`src/rtl/romdma_pkg.sv`:
```
package romdma_pkg;
  localparam int ADDR_W = 16;

  typedef enum logic [1:0] {
    ST_IDLE,
    ST_REQ,
    ST_MOVE,
    ST_LET_GO
  } dma_state_e;

  typedef enum logic [2:0] {
    SEL_SRC_LO = 3'd0,
    SEL_SRC_HI = 3'd1,
    SEL_DST_LO = 3'd2,
    SEL_DST_HI = 3'd3,
    SEL_CNT_LO = 3'd4,
    SEL_CNT_HI = 3'd5
  } reg_sel_e;

  // Address step with natural wrap at the top of the space
  function automatic logic [ADDR_W-1:0] addr_step(input logic [ADDR_W-1:0] a);
    return a + ADDR_W'(1);
  endfunction
endpackage

```
`src/rtl/dma_regs.sv`:
```
module dma_regs
  import romdma_pkg::*;
#(
  parameter int CNT_W = 16
) (
  input  logic              clk,
  input  logic              rst_n,
  input  logic              io_wr,
  input  logic [2:0]        io_sel,
  input  logic [7:0]        io_wdata,
  input  logic              idle,
  output logic [ADDR_W-1:0] src_q,
  output logic [ADDR_W-1:0] dst_q,
  output logic [CNT_W-1:0]  cnt_raw,
  output logic              start_q
);
  logic [15:0] cnt_full;
  logic        accept;

  // Writes count only while the engine sits idle and no start is pending
  assign accept  = io_wr && idle && !start_q;
  assign cnt_raw = cnt_full[CNT_W-1:0];

  always_ff @(posedge clk) begin
    if (!rst_n) begin
      src_q    <= '0;
      dst_q    <= '0;
      cnt_full <= '0;
      start_q  <= 1'b0;
    end else begin
      start_q <= 1'b0;
      if (accept) begin
        case (io_sel)
          SEL_SRC_LO: src_q[7:0]     <= io_wdata;
          SEL_SRC_HI: src_q[15:8]    <= io_wdata;
          SEL_DST_LO: dst_q[7:0]     <= io_wdata;
          SEL_DST_HI: dst_q[15:8]    <= io_wdata;
          SEL_CNT_LO: cnt_full[7:0]  <= io_wdata;
          SEL_CNT_HI: begin
            cnt_full[15:8] <= io_wdata;
            start_q        <= 1'b1;
          end
          default: ;
        endcase
      end
    end
  end

  AST_START_ONLY_IDLE: assert property (@(posedge clk) disable iff (!rst_n)
    start_q |-> $past(idle)) else $error("start outside idle");
endmodule

```
`src/rtl/dma_slot_timer.sv`:
```
module dma_slot_timer #(
  parameter int SLOT_CLKS   = 16,
  parameter int STROBE_CLKS = 2
) (
  input  logic clk,
  input  logic rst_n,
  input  logic run,
  output logic grab,
  output logic strobe,
  output logic slot_end
);
  localparam int PH_W = (SLOT_CLKS > 1) ? $clog2(SLOT_CLKS) : 1;
  localparam logic [PH_W-1:0] PH_GRAB  = PH_W'(1);
  localparam logic [PH_W-1:0] PH_STB0  = PH_W'(2);
  localparam logic [PH_W-1:0] PH_STBN  = PH_W'(2 + STROBE_CLKS);
  localparam logic [PH_W-1:0] PH_LAST  = PH_W'(SLOT_CLKS - 1);

  logic [PH_W-1:0] ph;

  // Phase 0 reads ROM, phase 1 latches data, then the strobe window, last phase steps
  assign grab     = run && (ph == PH_GRAB);
  assign strobe   = run && (ph >= PH_STB0) && (ph < PH_STBN);
  assign slot_end = run && (ph == PH_LAST);

  always_ff @(posedge clk) begin
    if (!rst_n || !run)   ph <= '0;
    else if (ph == PH_LAST) ph <= '0;
    else                  ph <= ph + PH_W'(1);
  end

  AST_PHASE_RANGE: assert property (@(posedge clk) disable iff (!rst_n)
    ph <= PH_LAST) else $error("phase out of range");
  AST_STROBE_BEFORE_STEP: assert property (@(posedge clk) disable iff (!rst_n)
    slot_end |-> !strobe) else $error("strobe overlaps address step");
endmodule

```
`src/rtl/rom_copy_dma.sv`:
```
module rom_copy_dma
  import romdma_pkg::*;
#(
  parameter int CNT_W       = 16,
  parameter int SLOT_CLKS   = 16,
  parameter int STROBE_CLKS = 2
) (
  input  logic              clk,
  input  logic              rst_n,
  input  logic              io_wr,
  input  logic [2:0]        io_sel,
  input  logic [7:0]        io_wdata,
  output logic              busreq_n,
  input  logic              busack_n,
  output logic              bus_oe,
  output logic              mreq_n,
  output logic              wr_n,
  output logic [ADDR_W-1:0] host_addr,
  output logic [7:0]        host_wdata,
  output logic [ADDR_W-1:0] rom_addr,
  input  logic [7:0]        rom_data,
  output logic              busy,
  output logic              done
);
  localparam int REM_W = CNT_W + 1;

  // Byte total for a programmed count; zero selects the full range
  function automatic logic [REM_W-1:0] bytes_for(input logic [CNT_W-1:0] raw);
    return (raw == '0) ? {1'b1, {CNT_W{1'b0}}} : {1'b0, raw};
  endfunction

  dma_state_e        state;
  logic [ADDR_W-1:0] src_q, dst_q, src_c, dst_c;
  logic [CNT_W-1:0]  cnt_raw;
  logic [REM_W-1:0]  rem;
  logic [7:0]        data_q;
  logic              start_q, idle, moving, grab, strobe, slot_end;
  logic              last_byte;

  assign idle      = (state == ST_IDLE);
  assign moving    = (state == ST_MOVE);
  assign last_byte = (rem == REM_W'(1));

  dma_regs #(.CNT_W(CNT_W)) u_regs (
    .clk(clk), .rst_n(rst_n), .io_wr(io_wr), .io_sel(io_sel),
    .io_wdata(io_wdata), .idle(idle), .src_q(src_q), .dst_q(dst_q),
    .cnt_raw(cnt_raw), .start_q(start_q)
  );

  dma_slot_timer #(.SLOT_CLKS(SLOT_CLKS), .STROBE_CLKS(STROBE_CLKS)) u_timer (
    .clk(clk), .rst_n(rst_n), .run(moving),
    .grab(grab), .strobe(strobe), .slot_end(slot_end)
  );

  always_ff @(posedge clk) begin
    if (!rst_n) begin
      state  <= ST_IDLE;
      src_c  <= '0;
      dst_c  <= '0;
      rem    <= '0;
      data_q <= '0;
      done   <= 1'b0;
    end else begin
      case (state)
        ST_IDLE: if (start_q) begin
          state <= ST_REQ;
          src_c <= src_q;
          dst_c <= dst_q;
          rem   <= bytes_for(cnt_raw);
          done  <= 1'b0;
        end
        ST_REQ: if (!busack_n) state <= ST_MOVE;
        ST_MOVE: begin
          if (grab) data_q <= rom_data;
          if (slot_end) begin
            src_c <= addr_step(src_c);
            dst_c <= addr_step(dst_c);
            rem   <= rem - REM_W'(1);
            if (last_byte) state <= ST_LET_GO;
          end
        end
        default: begin
          state <= ST_IDLE;
          done  <= 1'b1;
        end
      endcase
    end
  end

  assign busreq_n   = idle;
  assign busy       = !idle;
  assign bus_oe     = moving;
  assign mreq_n     = !strobe;
  assign wr_n       = !strobe;
  assign host_addr  = dst_c;
  assign host_wdata = data_q;
  assign rom_addr   = src_c;

  AST_DRIVE_NEEDS_ACK: assert property (@(posedge clk) disable iff (!rst_n)
    bus_oe |-> !busack_n) else $error("drive without ack");
  AST_HOLD_REQ: assert property (@(posedge clk) disable iff (!rst_n)
    bus_oe |-> !busreq_n) else $error("drive without request");
  AST_FLOAT_FIRST: assert property (@(posedge clk) disable iff (!rst_n)
    $rose(busreq_n) |-> !$past(bus_oe)) else $error("release while driving");
  AST_STROBE_OWNED: assert property (@(posedge clk) disable iff (!rst_n)
    !wr_n |-> (bus_oe && !mreq_n)) else $error("strobe outside ownership");
  AST_DONE_LOW_IN_FLIGHT: assert property (@(posedge clk) disable iff (!rst_n)
    !busreq_n |-> !done) else $error("done during copy");
  AST_REM_LIVE: assert property (@(posedge clk) disable iff (!rst_n)
    moving |-> (rem != '0)) else $error("count underflow");
endmodule

```
`config.mk`:
```
export PLATFORM = sky130hd
export DESIGN_NAME = rom_copy_dma
export DESIGN_NICKNAME = d
export VERILOG_FILES = /design/src/rtl/romdma_pkg.sv /design/src/rtl/dma_regs.sv /design/src/rtl/dma_slot_timer.sv /design/src/rtl/rom_copy_dma.sv
export SDC_FILE = /design/constraint.sdc
export NUM_CORES = 1
export LEC_CHECK = 0
export BUFFER_PORTS_ARGS = -buffer_cell sky130_fd_sc_hd__buf_2
export CORE_ASPECT_RATIO = 0.6
export CORE_UTILIZATION = 58
export CTS_CLUSTER_DIAMETER = 100
export CTS_CLUSTER_SIZE = 30
export DETAILED_ROUTE_END_ITERATION = 8
export PLACE_DENSITY = 0.77
export RECOVER_POWER = 100
export SLEW_MARGIN = 30
export SYNTH_ARGS = -nofsm -noshare
export SYNTH_HDL_FRONTEND = slang
export SYNTH_SLANG_ARGS = --single-unit
```
`constraint.sdc`:
```
create_clock -name clk -period 2.5 [get_ports clk]
set_clock_uncertainty 0.15 [all_clocks]
set_input_delay 0.25 -clock clk [delete_from_list [all_inputs] [get_ports clk]]
set_output_delay 0.25 -clock clk [all_outputs]
set_load 0.005 [all_outputs]
```
==> reports/qor.csv <==
metric,value,unit
status,completed,
slowest CP cell,nor2b_1,
clock buffer depth,2,
WHS Endpoint,u_regs.src_q[3],
most frequent cells in the layout,"113 x dfxtp_1, 91 x nor2_1, 59 x nand2_1",
Critical Path RT,2650,ps
VDD IR-drop max,597,uV
Main synth FF type,dfxtp_1,
Mapped Cells,673,
final hold vios,0,
H-Tree Depth,4,
width of the die,128,um
Setup crit start,state[0],
worst skew pair latency,420,ps
remaining antenna violation count after routing,0,
total CTS buffers,17,
total length of routed met3 wires,1960,um
CP cell instances,inv_1 -> ha_1 -> nor2b_1 -> a211o_1 -> buf_4 -> nor2_1 -> o221a_2,
WS Path Type,flip-flop to flip-flop,
drt total wl,17100,um
worst slew pin tran,892,ps
crit path capture type,flip-flop,
syn avg cell area,8.19,um^2
"Seq/Total Area, Yosys",41.0,%
post-CTS setup buffer count,0,
Post-layout nets,779,
drt wl/cell,19.2,um
core area,0.00919,mm^2
1st-iter DRT viols,1053,
met1 WL,7480,um
"slowest stage delay, CP",410,ps
area of the mapped netlist,0.00551,mm^2
RD Place Congestion,0.953,
Rel. slew slack,40.5,%
Met2 Wirelength,7180,um
Final Max Slew Viols,0,
HPWL Detailed,11300,um
starting density of the core,60.0,%
IO Pins,69,
largest net degree at the start of global routing,41,
clk slew on worst S/H paths,60,ps
final core occ,72.5,%
gr usage total,36.1,%
max layer used,met4,
CP Data Arrival Time,2470,ps
worst r2r path cells,7,
via/cell ratio,6.38,
Fin Setup TNS,0,ps
startpoint types,flip-flop,
# hold bufs at CTS,8,
# rows,27,
hold depth,3,
PwrDens,941,mW/mm^2
first-pass iteration count of the detailed router,7,
Root Buffer,clkbuf_16,
ANT cells,0,
area of the multi-input gates,0.00301,mm^2
Tcrit/Tclk final,92.8,%
Synth async-reset ratio,0,%
"most common cell after layout, fill and taps aside",dfxtp_1,
die area,0.00991,mm^2
clock sink count,113,
GR Overflow Total,0,
post-cts resize count,0,
initial antenna violation count,0,
Setup Viol. Count Final,0,
#FFs+latches synth,113,
CTS tree,yes,
worst reg2reg path endpoint,host_addr[6],
ratio of cells with drive above 1 in the final layout,15.2,%
Post-synth EDFFs,0,
Final min period,2320,ps
Synth Net Count,705,
RSZ-0062 raised after global routing,no,
worst hold start,io_wdata[3],
P_leak,2.69,nW
Yosys Warn Count,0,
top cell family by delay on the critical path,compound AO/OA/AOI/OAI gates,
Synth cell types,64,
via count,5674,
first-pass GRT wire length,27400,um
FF-to-FF setup slack,180,ps
Area Growth Syn to Fin,20.8,%
maxcap violations,0,
vias in the first global route,5116,
worst r2r src,state[0],
buffers plus inverters on the worst setup path,2,
Storage cell area,0.00226,mm^2
Port Buffer Count,68,
Die Height,77.5,um
crit path max fanout,12,
Hold/Removal Path Class,input port to flip-flop,
Fillers,730,
fmax,431,MHz
DRC viols,0,
[logic make-up after synthesis]
| kind of cell | Yosys count | share of synthesized area (%) |
|---|---|---|
| adder cells (fa/ha/maj) | 9 | 2.04 |
| AND/OR/NAND/NOR | 272 | 23.5 |
| flip-flops | 113 | 41.0 |
| buffers and inverters | 61 | 4.43 |
| XOR/XNOR | 2 | 0.318 |
| multiplexers | 51 | 9.26 |
| AO/OA/AOI/OAI | 165 | 19.4 |
[synthesized netlist by cell type (4+ instances only)]
cell type,count,share of area [%]
ha_1,9,2.0
a211oi_1,6,0.82
o21a_1,6,0.82
a221oi_1,4,0.64
o22ai_1,10,1.1
nor2b_1,9,1.0
nand2_1,59,4.0
clkbuf_1,31,2.1
dfxtp_1,113,41
nor4_1,11,1.2
o21ai_1,4,0.36
a31oi_1,6,0.68
nor2_1,91,6.2
buf_2,9,0.82
o21ai_0,33,3.0
nor3_1,19,1.7
a21oi_1,47,4.3
buf_1,4,0.27
a22oi_1,6,0.82
and2_1,5,0.57
nand3_1,35,3.2
mux2i_1,51,9.3
o211ai_1,6,0.82
and3_1,7,0.79
nand4_1,9,1.0
inv_1,14,0.95
or3_1,4,0.45
a22o_1,4,0.64
[per-layer routing]
metal | GRT usage, % | up-vias
li1 | - | 2595
met1 | 51.3 | 2630
met2 | 53.0 | 390
met3 | 7.10 | 59
met4 | 15.6 | 0
met5 | 0 | -
[sequential cells by signal, indices dropped and copies added, names as in the netlist]
| register | flops |
|---|---|
| u_regs.cnt_raw | 16 |
| u_regs.start_q | 1 |
| done | 1 |
| u_timer.ph | 4 |
| rom_addr | 16 |
| host_addr | 16 |
| rem | 17 |
| host_wdata | 8 |
| u_regs.dst_q | 16 |
| u_regs.src_q | 16 |
| state | 2 |
[stage by stage]
stage,hold slack [ps],cell area [um^2],total power [W],setup WS (ps),std cells
floorplan,244,5510,0.00316,373,673
global placement,292,6040,0.00373,344,850
detailed placement,305,6040,0.00378,263,850
CTS,34.0,6720,0.00625,230,889
global route,49.0,6660,0.00652,75.7,889
finish,49.1,6660,0.00627,179,889
[worst min-delay path: cells and delay by family]
family,cells,cell delay [ps]
compound gates,1,60
buf+inv,1,160
simple gates,1,80
[report_power, final]
group / internal [W] / switching [W] / leakage (nW)
clock network: 0.00161 / 0.000847 / 0.293
registers: 0.00195 / 0.000186 / 0.913
logic: 0.000602 / 0.00108 / 1.49
total: 0.00416 / 0.00211 / 2.69
[how the worst max path moves through the flow]
stage                                to  slack, ps  cells after the start
after floorplan                  rem[6]        370                      9
after global placement    host_addr[12]        340                      6
after detailed placement   host_addr[6]        260                      7
after CTS                  host_addr[6]        230                      7
after global routing       host_addr[9]         80                      9
final                      host_addr[6]        180                      7
[layout make-up]
class | count | share of cell area [%]
Clock buffer | 21 | 6.91
Clock inverter | 10 | 2.03
Inverter | 16 | 0.902
Multi-Input combinational cell | 499 | 45.2
Sequential cell | 113 | 34.0
Tap cell | 130 | 2.44
Timing Repair Buffer | 100 | 8.51
Note: power is estimated with default switching activity, not from simulation.
